$ cat config.mk
export PLATFORM = sky130hd
export DESIGN_NAME = stream_downsizer
export DESIGN_NICKNAME = d
export VERILOG_FILES = /design/src/rtl/dsz_pkg.sv /design/src/rtl/dsz_lane_scan.sv /design/src/rtl/dsz_control.sv /design/src/rtl/dsz_datapath.sv /design/src/rtl/stream_downsizer.sv
export SDC_FILE = /design/constraint.sdc
export NUM_CORES = 1
export LEC_CHECK = 0
export BUFFER_PORTS_ARGS = -buffer_cell sky130_fd_sc_hd__buf_4
export CAP_MARGIN = 30
export CELL_PAD_IN_SITES_DETAIL_PLACEMENT = 1
export CELL_PAD_IN_SITES_GLOBAL_PLACEMENT = 1
export CORE_AREA = 2 2 64 90
export DETAILED_ROUTE_END_ITERATION = 8
export DIE_AREA = 0 0 66 92
export PLACE_DENSITY = 0.8
export SLEW_MARGIN = 10
export SYNTH_ARGS = -nofsm -noshare
export SYNTH_HDL_FRONTEND = slang
export SYNTH_SLANG_ARGS = --single-unit
$ cat constraint.sdc
create_clock -name clk -period 1.8 [get_ports clk]
set_input_delay 0 -clock clk [delete_from_list [all_inputs] [get_ports clk]]
set_output_delay 0 -clock clk [all_outputs]
set_load 0.01 [all_outputs]
$ cat src/rtl/dsz_pkg.sv
package dsz_pkg;
  // Strobes from the control FSM to the datapath
  typedef struct packed {
    logic load;     // capture the offered wide beat, restart at slice 0
    logic advance;  // step to the next slice of the held beat
  } dszStrobes_t;
endpackage

$ cat src/rtl/dsz_lane_scan.sv
module dsz_lane_scan #(
  parameter int RATIO       = 4,
  parameter int SLICE_BYTES = 1,
  parameter int IDX_W       = 2
) (
  input  logic [RATIO*SLICE_BYTES-1:0] keep,
  output logic                         anyKeep,
  output logic [IDX_W-1:0]             lastIdx
);
  logic [RATIO-1:0] groupHit;

  // One OR-reduction per slice-sized lane group
  for (genvar g = 0; g < RATIO; g++) begin : gHit
    assign groupHit[g] = |keep[g*SLICE_BYTES +: SLICE_BYTES];
  end

  assign anyKeep = |groupHit;

  // Highest lane group holding a valid byte; 0 when none
  always_comb begin
    lastIdx = '0;
    for (int g = 0; g < RATIO; g++) begin
      if (groupHit[g]) lastIdx = IDX_W'(g);
    end
  end
endmodule

$ cat src/rtl/dsz_control.sv
module dsz_control
  import dsz_pkg::*;
(
  input  logic        clk,
  input  logic        rstN,
  input  logic        inValid,
  input  logic        inLast,
  input  logic        anyKeep,
  input  logic        outReady,
  input  logic        isFinal,
  output logic        inReady,
  output logic        outValid,
  output dszStrobes_t strobes
);
  logic full;
  logic finishing;
  logic accept;

  assign outValid  = full;
  assign finishing = full && outReady && isFinal;
  assign inReady   = !full || finishing;
  assign accept    = inValid && inReady;

  // A beat with no valid byte and no packet end is swallowed
  assign strobes.load    = accept && (anyKeep || inLast);
  assign strobes.advance = full && outReady && !isFinal;

  always_ff @(posedge clk or negedge rstN) begin
    if (!rstN) begin
      full <= 1'b0;
    end else if (strobes.load) begin
      full <= 1'b1;
    end else if (finishing) begin
      full <= 1'b0;
    end
  end
endmodule

$ cat src/rtl/dsz_datapath.sv
module dsz_datapath
  import dsz_pkg::*;
#(
  parameter int RATIO       = 4,
  parameter int SLICE_BYTES = 1,
  parameter int IDX_W       = 2
) (
  input  logic                           clk,
  input  logic                           rstN,
  input  dszStrobes_t                    strobes,
  input  logic [RATIO*SLICE_BYTES*8-1:0] inData,
  input  logic [RATIO*SLICE_BYTES-1:0]   inKeep,
  input  logic                           inLast,
  input  logic [IDX_W-1:0]               lastIdxIn,
  output logic                           isFinal,
  output logic [SLICE_BYTES*8-1:0]       outData,
  output logic [SLICE_BYTES-1:0]         outKeep,
  output logic                           outLast
);
  localparam int SLICE_W = SLICE_BYTES * 8;
  localparam int WIDE_W  = RATIO * SLICE_W;
  localparam int WIDE_B  = RATIO * SLICE_BYTES;

  logic [WIDE_W-1:0] holdData;
  logic [WIDE_B-1:0] holdKeep;
  logic              holdLast;
  logic [IDX_W-1:0]  holdIdx;
  logic [IDX_W-1:0]  phase;

  always_ff @(posedge clk or negedge rstN) begin
    if (!rstN) begin
      holdData <= '0;
      holdKeep <= '0;
      holdLast <= 1'b0;
      holdIdx  <= '0;
      phase    <= '0;
    end else if (strobes.load) begin
      holdData <= inData;
      holdKeep <= inKeep;
      holdLast <= inLast;
      holdIdx  <= lastIdxIn;
      phase    <= '0;
    end else if (strobes.advance) begin
      phase <= phase + IDX_W'(1);
    end
  end

  assign isFinal = (phase == holdIdx);
  assign outData = holdData[phase*SLICE_W +: SLICE_W];
  assign outKeep = holdKeep[phase*SLICE_BYTES +: SLICE_BYTES];
  assign outLast = holdLast && isFinal;
endmodule

$ cat src/rtl/stream_downsizer.sv
module stream_downsizer
  import dsz_pkg::*;
#(
  parameter int SLICE_BYTES = 1,
  parameter int RATIO       = 4
) (
  input  logic                           clk,
  input  logic                           rstN,
  input  logic                           inValid,
  output logic                           inReady,
  input  logic [RATIO*SLICE_BYTES*8-1:0] inData,
  input  logic [RATIO*SLICE_BYTES-1:0]   inKeep,
  input  logic                           inLast,
  output logic                           outValid,
  input  logic                           outReady,
  output logic [SLICE_BYTES*8-1:0]       outData,
  output logic [SLICE_BYTES-1:0]         outKeep,
  output logic                           outLast
);
  localparam int IDX_W = (RATIO > 1) ? $clog2(RATIO) : 1;

  dszStrobes_t     strobes;
  logic            anyKeep;
  logic [IDX_W-1:0] lastIdx;
  logic            isFinal;

  dsz_lane_scan #(.RATIO(RATIO), .SLICE_BYTES(SLICE_BYTES), .IDX_W(IDX_W)) uScan (
    .keep    (inKeep),
    .anyKeep (anyKeep),
    .lastIdx (lastIdx)
  );

  dsz_control uCtrl (
    .clk      (clk),
    .rstN     (rstN),
    .inValid  (inValid),
    .inLast   (inLast),
    .anyKeep  (anyKeep),
    .outReady (outReady),
    .isFinal  (isFinal),
    .inReady  (inReady),
    .outValid (outValid),
    .strobes  (strobes)
  );

  dsz_datapath #(.RATIO(RATIO), .SLICE_BYTES(SLICE_BYTES), .IDX_W(IDX_W)) uPath (
    .clk       (clk),
    .rstN      (rstN),
    .strobes   (strobes),
    .inData    (inData),
    .inKeep    (inKeep),
    .inLast    (inLast),
    .lastIdxIn (lastIdx),
    .isFinal   (isFinal),
    .outData   (outData),
    .outKeep   (outKeep),
    .outLast   (outLast)
  );
endmodule

==> results of run 1 <==
kinds of logic (layout without fill, tap and decap cells):
family,Yosys count,count (layout),synth area share (%)
compound gates,10,10,4.93
flops,42,42,53.8
xor+xnor,2,2,0.897
mux,48,48,34.5
buf+inv,10,106,3.71
simple gates,8,8,2.11
repair_timing:
action,4_1_cts,5_1_grt
hold endpoints to repair,80,0
gates resized for setup,1,3
hold buffers,38,0
endpoints found under the setup margin,29,38
worst min path at each step:
stage and to:
4_1_cts uCtrl.outValid, 6_report uCtrl.outValid, 3_3_place_gp uPath.holdData[14], 2_1_floorplan uCtrl.outValid, 3_5_place_dp uPath.holdData[14], 5_1_grt uCtrl.outValid
layer usage:
layer | wire (um) | vias up
li1 | - | 633
met1 | 1940 | 692
met2 | 2810 | 36
met3 | 172 | 5
met4 | 60 | 0
met5 | 0 | -
cells in the mapped netlist (all sizes together), types with 2 or more instances:
library cell | instances | area, um^2
a32o | 2 | 20.0
inv | 3 | 11.3
a31oi | 2 | 12.5
mux4 | 9 | 203
mux2 | 38 | 462
xnor2 | 2 | 17.5
nand2 | 4 | 15.0
dfrtp | 42 | 1050
buf | 6 | 57.5
a21oi | 2 | 13.8
a21o | 2 | 15.0
state kept, by name, indices dropped and copies added, names as in the netlist:
signal	cells
uCtrl.outValid	1
uPath.holdData	32
uPath.holdKeep	4
uPath.holdIdx	2
uPath.phase	2
uPath.holdLast	1
report_power, final:
| part | switching [uW] | internal [uW] |
|---|---|---|
| registers | 309 | 1430 |
| logic | 943 | 1530 |
| clock network | 320 | 308 |
| total | 1570 | 3270 |
per-stage QoR:
step	hold WS, ns	cell area (um^2)	utilization [%]
after global routing	0.0175	2920	54.5
after CTS	0.0122	2910	54.2
final	0.0273	2920	54.5
after detailed placement	0.0188	2420	45.2
after global placement	0.00365	2420	45.2
after floorplan	-0.296	1950	-
tightest hold or removal path, cell delays in order:
cell	delay, ns
buf_4	0.12
o41ai_4	0.08
nand2_1	0.07
final cells by class:
class / instances / share of cell area, %
Sequential cell: 42 / 35.9
Multi-Input combinational cell: 68 / 29.3
Timing Repair Buffer: 95 / 28.2
Tap cell: 68 / 2.91
Clock buffer: 6 / 2.82
Clock inverter: 2 / 0.428
Inverter: 3 / 0.385
==> key figures, run 1 <==
Detailed routing
  – Routed Antenna Nets: 0
  – Vias per cell: 4.81
  – DRT iter0 DRCs: 21
  – Drt pass-1 iters: 2
  – Drt wl/cell: 17.5 um
  – # DRC: 0
  – Final WL: 4980 um
  – Total number of vias: 1,366

Global routing
  – Largest net degree at the start of global routing: 43
  – Vias in the first global route: 1,572
  – GR peak layer: met2
  – Tot GR Track Use: 17.8%
  – Initial antenna violation count: 0
  – Met1 Use GR: 20.5%
  – First-pass GRT wire length: 7930 um
  – M3 GR Usage: 4.29%
  – M2 GR Usage: 32.2%
  – GR Overflow Total: 0

CTS
  – H-Tree Depth: 2
  – CTS Sinks: 42
  – Num CTS Buffers: 5
  – Clock root cell: clkbuf_8
  – # Post-CTS Setup Buffers: 0
  – CTS tree: yes
  – Reg clk slew, reported paths: 0.08 ns
  – Clk_lat worst skew: 0.29 ns
  – Max clock buf depth: 2

Critical path
  – Worst path depth: 7
  – Reg2Reg Depth: 5
  – Crit. Startpoint: inKeep[3]
  – Critical Path RT: 1.97 ns
  – CP arrival: 1.96 ns
  – Worst-path cell chain: dlygate4sd3_1, buf_4, or2_4, o41ai_4, a21oi_4, buf_12, mux2_4
  – Critical R2R Launch: uPath.phase[0]
  – Reg2reg end: uPath.holdData[21]
  – CP bufs+invs: 3
  – Critical-path top delay cell: dlygate4sd3_1
  – Delay of the slowest critical-path stage: 0.54 ns
  – Crit path to: uPath.holdData[5]
  – Top fanout value on the critical path: 27
  – CP Class: in2reg
  – Worst path top cell family by delay: buffers and inverters
  – Critical Path Sink Type: register
  – FF-to-FF setup slack: 0.07 ns
  – Startpoint Class: primary input

Placement
  – Final HPWL DP: 3280 um
  – Setup WS pre-CTS: -0.0263 ns
  – Gpl congestion: 0.696
  – Dpl cells: 238
  – Port Buffer Count: 52

Cells and area
  – Filler Cell Count: 531
  – Multi-input logic area: 857 um^2
  – Commonest non-fill, non-tap cell in the layout: buf_4
  – Proportion of layout cells with a drive suffix above 1: 54.6%
  – Most frequent cells in the layout: 55 x buf_4, 42 x dfrtp_1, 38 x dlygate4sd3_1
  – Sequential cell area: 1050 um^2
  – Antenna cell count: 0
  – Cell Count, Final, Fillers Out: 284
  – Final Net Count: 256
  – Area Overhead vs Synth: 49.7%

Floorplanning
  – Row cnt: 32
  – Die Wd: 66 um
  – Initial cell density of the core: 36.4%
  – Die Y: 92 um
  – Die ar.: 6070 um^2
  – Boundary Pins: 53
  – Core Box Area: 5370 um^2

STA
  – Setup TNS: 0 ns
  – Final hold violations: 0
  – Final min period: 1.78 ns
  – Fin. max-slew vios: 0
  – FMAX: 561 MHz
  – Endpoints failing setup: 0
  – Post-route setup slack: 0.0167 ns
  – Clock skew: 0.00700 ns
  – Crit share post-route: 99.1%
  – Slew HR: 65.0%
  – RSZ-0062 raised after global routing: no
  – Worst Max-Slew Pin Slew: 0.525 ns

Synthesis
  – Synth Flop Type: dfrtp_1
  – Post-synth EDFFs: 0
  – Flop and latch count out of synthesis: 42
  – Post-Synthesis Cell Area: 1950 um^2
  – Yosys warning count: 0
  – Cell variety after synth: 24
  – Syn_area_per_cell: 16.3 um^2
  – Post-synth net total: 161
  – Mapped Cells: 120
  – Asr flop ratio synth: 100%
  – Share of the yosys chip area belonging to registers: 53.8%

Pwr
  – Pwr Total: 4840 uW
  – Worst vdd ir: 0.000805 V
  – Power per cell area: 1660 nW/um^2
  – Leakage power: 0.00131 uW

Min path
  – Hold Crit Start: inValid
  – Hold depth: 3
  – Hold/Removal Path Class: in2reg

Run
  – Count of maximum capacitance violations: 0

Run status
  – Status: finished clean
No activity file was read; power rests on OpenSTA's default activity.
==> run 2: changes to the inputs <==
--- a/config.mk
+++ b/config.mk
@@ -5,14 +5,15 @@
 export SDC_FILE = /design/constraint.sdc
 export NUM_CORES = 1
 export LEC_CHECK = 0
+export ABC_AREA = 1
 export BUFFER_PORTS_ARGS = -buffer_cell sky130_fd_sc_hd__buf_4
 export CAP_MARGIN = 30
 export CELL_PAD_IN_SITES_DETAIL_PLACEMENT = 1
 export CELL_PAD_IN_SITES_GLOBAL_PLACEMENT = 1
-export CORE_AREA = 2 2 64 90
+export CORE_AREA = 2 2 96 70
 export DETAILED_ROUTE_END_ITERATION = 8
-export DIE_AREA = 0 0 66 92
-export PLACE_DENSITY = 0.8
+export DIE_AREA = 0 0 98 72
+export PLACE_DENSITY = 0.81
 export SLEW_MARGIN = 10
 export SYNTH_ARGS = -nofsm -noshare
 export SYNTH_HDL_FRONTEND = slang
==> run 2 against run 1 <==
Net effect: sequential power fell by 3%; sequential cell count did not move; via count up 48%; sequential share of layout area hardly changed; die area grew 16%; non-clock buffer count up 1; clock power increased by 2%; power down 5.8%; final cell count increased by 48%; synthesized cell count increased by 110%; routed wire length rose by 28%; clock skew decreased by 0.0024 ns; largest cell class unchanged; highest routed layer unchanged.
==> key figures, run 2 <==
Detailed routing
  – Final WL: 6350 um
  – Drt wl/cell: 15.1 um
  – Total number of vias: 2,028
  – # DRC: 0
  – Vias per cell: 4.83
  – DRT iter0 DRCs: 105
  – Routed Antenna Nets: 0
  – Drt pass-1 iters: 4

Synthesis
  – Simple-Gate Fraction of Synth Area: 33.1%
  – Post-synthesis compound-gate area fraction: 7.83%
  – XOR/XNOR Fraction of Synth Area: 0%
  – Mapped Cells: 255
  – Cell taking the most area after synthesis: dfrtp_1
  – Post-Synthesis Cell Area: 2030 um^2
  – Mux cell area share after synthesis: 0%
  – Largest family of logic cells by synthesized area: simple AND/OR/NAND/NOR gates
  – Share of the yosys chip area belonging to registers: 51.8%
  – Most common cell in the netlist: nand2_1
  – Flop and latch count out of synthesis: 42
  – Post-synth EDFFs: 0
  – Yosys warning count: 0
  – Adder-cell share of the synthesized area: 0%
  – Post-synth net total: 296
  – Synth Flop Type: dfrtp_1
  – Asr flop ratio synth: 100%
  – Top cell type's share of synthesized area: 51.8%
  – Cell variety after synth: 16
  – Syn_area_per_cell: 7.95 um^2
  – Commonest cells post-synth: 91 x nand2_1, 42 x dfrtp_1, 40 x nand3_1
  – Synth top area cells: dfrtp_1 52%, nand2_1 17%, nand3_1 9.9%, o21ai_0 4.4%, nor2_1 4.4%

Min path
  – Hold/Removal Path Class: in2reg
  – Hold depth: 3

STA
  – Crit share post-route: 94.2%
  – Endpoints failing setup: 0
  – Clock skew: 0.00461 ns
  – Final hold violations: 0
  – Setup TNS: 0 ns
  – RSZ-0062 raised after global routing: yes
  – Worst Max-Slew Pin Slew: 0.534 ns
  – FMAX: 590 MHz
  – Slew HR: 64.4%
  – Final min period: 1.70 ns
  – Fin. max-slew vios: 0

Critical path
  – Reg2Reg Depth: 8
  – Worst-path cell chain: inv_1, nand2_1, nand2_1, nand3_2, nand2_4, buf_6, buf_4
  – Critical-path top delay cell: dfrtp_1
  – CP Class: reg2out
  – CP bufs+invs: 3
  – Crit-path most repeated cell: nand2_1
  – Top fanout value on the critical path: 20
  – Worst path depth: 7
  – Critical Path RT: 1.80 ns
  – Delay of the slowest critical-path stage: 0.51 ns
  – Worst path top cell family by delay: flip-flops
  – CP arrival: 1.70 ns
  – Startpoint Class: register
  – Critical Path Sink Type: output pin

Pwr
  – Leakage power: 0.00151 uW
  – Worst vdd ir: 0.000425 V
  – Power per cell area: 1560 nW/um^2

CTS
  – Reg clk slew, reported paths: 0.08 ns
  – CTS Sinks: 42
  – Clk_lat worst skew: 0.30 ns
  – Max clock buf depth: 2
  – Clock root cell: clkbuf_8
  – # Post-CTS Setup Buffers: 0
  – CTS tree: yes
  – Num CTS Buffers: 5
  – H-Tree Depth: 2

Floorplanning
  – Die Wd: 98 um
  – Boundary Pins: 53
  – Core Box Area: 6100 um^2
  – Die Y: 72 um
  – Die ar.: 7060 um^2
  – Row cnt: 24
  – Initial cell density of the core: 33.3%

Cells and area
  – Largest Register: uPath.holdData
  – Area Overhead vs Synth: 44.0%
  – Final Net Count: 382
  – Commonest non-fill, non-tap cell in the layout: nand2_1
  – Utilization after layout: 47.9%
  – Max FFs per register: 32
  – Cell Count, Final, Fillers Out: 420
  – Proportion of layout cells with a drive suffix above 1: 20.5%
  – Top flop regs: uPath.holdData: 32 flops, uPath.holdKeep: 4 flops
  – Antenna cell count: 0
  – Most frequent cells in the layout: 91 x nand2_1, 57 x buf_4, 42 x dfrtp_1

Global routing
  – Tot GR Track Use: 18.9%
  – Vias in the first global route: 2,131
  – First-pass GRT wire length: 10,500 um
  – Initial antenna violation count: 0
  – GR Overflow Total: 0
  – Largest net degree at the start of global routing: 43

Run status
  – Status: finished clean

Placement
  – Port Buffer Count: 52
  – Gpl congestion: 0.818
  – Final HPWL DP: 4110 um
  – Dpl cells: 374

Run
  – Count of maximum capacitance violations: 0
run 2: changes by cell type in the layout (fill, tap and decap cells not counted), sizes merged, moves of 5 or more:
cell | previous run | this run
nand2 | 4 | 93
nand3 | 1 | 41
mux2 | 38 | 0
nor2 | 0 | 24
o21ai | 0 | 18
mux4 | 9 | 0
o22ai | 0 | 9
inv | 3 | 8
run 2: path summary, 6_finish.rpt:
kind | startpoint | endpoint | slack [ns]
max | uPath.phase[1] | inReady | 0.10
min | inData[29] | uPath.holdData[29] | 0.007
max reg2reg | uPath.phase[1] | uPath.holdData[13] | 0.13
min reg2reg | uPath.holdData[1] | uPath.holdData[1] | 0.48
max in group asynchronous | rstN | uPath.holdData[13] | 1.21
min in group asynchronous | rstN | uPath.holdData[12] | 0.22
run 2: timing repair:
item                                    in CTS  in global routing
endpoints found under the setup margin       0                  2
hold endpoints to repair                    79                  0
hold buffers                                38                  0
gates resized for setup                      0                  1
run 2: final cells by class:
| class | instances | area [um^2] |
|---|---|---|
| flip-flops and latches | 42 | 1050 |
| multi-input cells | 188 | 831 |
| inverters | 8 | 30.0 |
| well taps | 78 | 97.6 |
| fillers | 746 | 3180 |
| repair buffers | 96 | 820 |
| clock buffers | 7 | 86.3 |
| clock inverters | 1 | 5.00 |
run 2: power by group:
group          internal (uW)  switching [uW]  leakage, uW
sequential              1390             299     0.000519
clock                    310             331    0.0000482
combinational            927            1310     0.000947
total                   2620            1940      0.00151
run 2: logic make-up (layout without fill, tap and decap cells):
family | count (synthesis) | after routing
AOI/OAI and AO/OA | 29 | 29
buffers and inverters | 25 | 112
DFF | 42 | 42
and+or+nand+nor | 159 | 159
run 2: metrics by stage:
stage          setup slack [ns]  hold slack (ns)  cell area [um^2]  total power (uW)
2_1_floorplan             0.563           -0.296              2030              3040
3_3_place_gp              0.276           0.0159              2440              3750
3_5_place_dp              0.149           0.0214              2440              3850
4_1_cts                  0.0383           0.0116              2920              4570
5_1_grt                 -0.0122           0.0190              2920              4960
6_report                  0.105          0.00723              2920              4560
run 2: per-layer routing:
layer	share of wire, %	up-vias	track usage (%)
met3	4.1	8	4.14
li1	-	995	-
met4	0.96	0	4.48
met2	46	44	30.9
met5	0	-	0
met1	49	981	26.1
run 2: tightest hold or removal path: stages:
cell	delay, ns
buf_4	0.08
nand3_1	0.10
nand2_1	0.09
==> run 3: changes to the inputs <==
--- a/config.mk
+++ b/config.mk
@@ -13,6 +13,7 @@
 export CORE_AREA = 2 2 96 70
 export DETAILED_ROUTE_END_ITERATION = 8
 export DIE_AREA = 0 0 98 72
+export HOLD_SLACK_MARGIN = 0.05
 export PLACE_DENSITY = 0.81
 export SLEW_MARGIN = 10
 export SYNTH_ARGS = -nofsm -noshare
==> run 3 against run 2 <==
Net effect: design area grew 0.34%; worst hold slack gained 0.12 ns; critical path type unchanged; first-iteration DRC count shrank 7.6%; highest routed layer unchanged; critical path depth is the same; power grew 0.10%; via count grew 0.84%; sequential power is essentially flat; sequential cell count is the same; clock skew is essentially flat.
==> key figures, run 3 (synthesized netlist as in run 2, its figures left out) <==
Run status
  – Status: finished clean

Pwr
  – Net Sw Frac: 42.5%
  – Leakage power: 0.00152 uW
  – Pwr Total: 4570 uW
  – Clock power share: 14.0%
  – Net Sw Power: 1940 uW
  – Power per cell area: 1560 nW/um^2
  – Seq pwr share: 36.9%
  – Pint: 2630 uW
  – Comb power frac: 49.0%
  – Worst vdd ir: 0.000427 V

Cells and area
  – Proportion of layout cells with a drive suffix above 1: 20.4%
  – Commonest non-fill, non-tap cell in the layout: nand2_1
  – Antenna cell count: 0
  – Multi-input logic area: 831 um^2
  – Cell Count, Final, Fillers Out: 421
  – Most frequent cells in the layout: 91 x nand2_1, 57 x buf_4, 42 x dfrtp_1
  – Final Net Count: 383
  – Filler Cell Count: 744
  – Utilization after layout: 48.1%
  – Max FFs per register: 32
  – Area Overhead vs Synth: 44.5%
  – Sequential cell area: 1050 um^2
  – Top flop regs: uPath.holdData: 32 flops, uPath.holdKeep: 4 flops
  – Largest Register: uPath.holdData

Run
  – Count of maximum capacitance violations: 0

Floorplanning
  – Initial cell density of the core: 33.3%
  – Die ar.: 7060 um^2
  – Die Wd: 98 um
  – Row cnt: 24
  – Boundary Pins: 53
  – Die Y: 72 um
  – Core Box Area: 6100 um^2

CTS
  – Max clock buf depth: 2
  – H-Tree Depth: 2
  – Clock root cell: clkbuf_8
  – Clk_lat worst skew: 0.30 ns
  – Reg clk slew, reported paths: 0.08 ns
  – CTS tree: yes
  – Num CTS Buffers: 5
  – CTS Sinks: 42

Placement
  – Setup WS pre-CTS: 0.149 ns
  – Port Buffer Count: 52
  – Gpl congestion: 0.818
  – Dpl cells: 374
  – Final HPWL DP: 4110 um

Detailed routing
  – # DRC: 0
  – Total number of vias: 2,045
  – Routed Antenna Nets: 0
  – Drt pass-1 iters: 4
  – DRT iter0 DRCs: 97
  – Final WL: 6370 um
  – Drt wl/cell: 15.1 um
  – Vias per cell: 4.86

Critical path
  – Crit-path most repeated cell: nand2_1
  – Delay of the slowest critical-path stage: 0.50 ns
  – Critical Path RT: 1.80 ns
  – Top fanout value on the critical path: 20
  – CP bufs+invs: 3
  – Worst path top cell family by delay: flip-flops
  – Worst-path cell chain: inv_1, nand2_1, nand2_1, nand3_2, nand2_4, buf_6, buf_4
  – CP arrival: 1.69 ns
  – Startpoint Class: register
  – Critical-path top delay cell: dfrtp_1
  – Critical Path Sink Type: output pin
  – CP Class: reg2out

Min path
  – Hold/Removal Path Class: in2reg

Global routing
  – Vias in the first global route: 2,148
  – Largest net degree at the start of global routing: 43
  – Initial antenna violation count: 0
  – GR Overflow Total: 0
  – First-pass GRT wire length: 10,600 um
  – Tot GR Track Use: 19.1%

STA
  – Fin. max-slew vios: 0
  – Final min period: 1.69 ns
  – Endpoints failing setup: 0
  – Crit share post-route: 93.9%
  – RSZ-0062 raised after global routing: yes
  – Slew HR: 64.4%
  – Setup TNS: 0 ns
  – Final hold violations: 0
  – Post-route setup slack: 0.110 ns
  – FMAX: 592 MHz
  – Worst Max-Slew Pin Slew: 0.534 ns
  – Clock skew: 0.00422 ns
==> run 3: cell types whose count changed in the layout (fill, tap and decap cells not counted), sizes merged <==
cell,before,now
dlygate4sd3,38,39
==> run 3: power groups by stage <==
| stage | Combinational, uW | Sequential, uW | Clock (uW) |
|---|---|---|---|
| floorplan | 1460 | 1580 | 0 |
| global placement | 2070 | 1670 | 0 |
| detailed placement | 2170 | 1680 | 0 |
| CTS | 2240 | 1690 | 647 |
| global route | 2550 | 1730 | 683 |
| finish | 2240 | 1690 | 642 |
==> run 3: stage by stage <==
stage / hold slack (ns) / instance area, um^2
CTS: 0.126 / 2930
finish: 0.129 / 2930
floorplan: -0.296 / 2030
global route: 0.162 / 2930
global placement: 0.0159 / 2440
detailed placement: 0.0214 / 2440
==> run 3: what timing repair did <==
item,CTS,global route
gates resized for setup,0,1
setup buffers,0,0
hold buffers,39,0
setup endpoints to repair,0,2
hold endpoints to repair,80,0
==> run 3: final timing paths <==
check	slack [ns]	end	cells past startpoint	startpoint
max	0.11	inReady	7	uPath.phase[1]
min	0.13	uPath.phase[0]	5	outReady
max reg2reg	0.14	uPath.holdData[11]	8	uPath.phase[1]
min reg2reg	0.48	uPath.holdData[1]	2	uPath.holdData[1]
max in group asynchronous	1.21	uPath.holdData[13]	2	rstN
min in group asynchronous	0.22	uPath.holdData[12]	2	rstN
==> run 3: cell type report <==
type                    instances  area share [%]
clock buffers                   7            2.95
clock inverters                 1           0.171
inverters                       8            1.02
multi-input cells             188            28.4
flip-flops and latches         42            35.9
well taps                      78            3.33
repair buffers                 97            28.3
==> run 3: metal layers <==
metal	vias up	global-route usage, %	wire [um]
met3	8	4.05	250
met2	47	31.1	2910
li1	996	-	-
met5	-	0	0
met1	994	26.4	3150
met4	0	4.48	63
==> run 3: tightest hold or removal path, stage by stage <==
cell     delay (ns)
buf_4          0.10
nand2_1        0.05
inv_1          0.07
a21oi_1        0.06
nor2_1         0.10
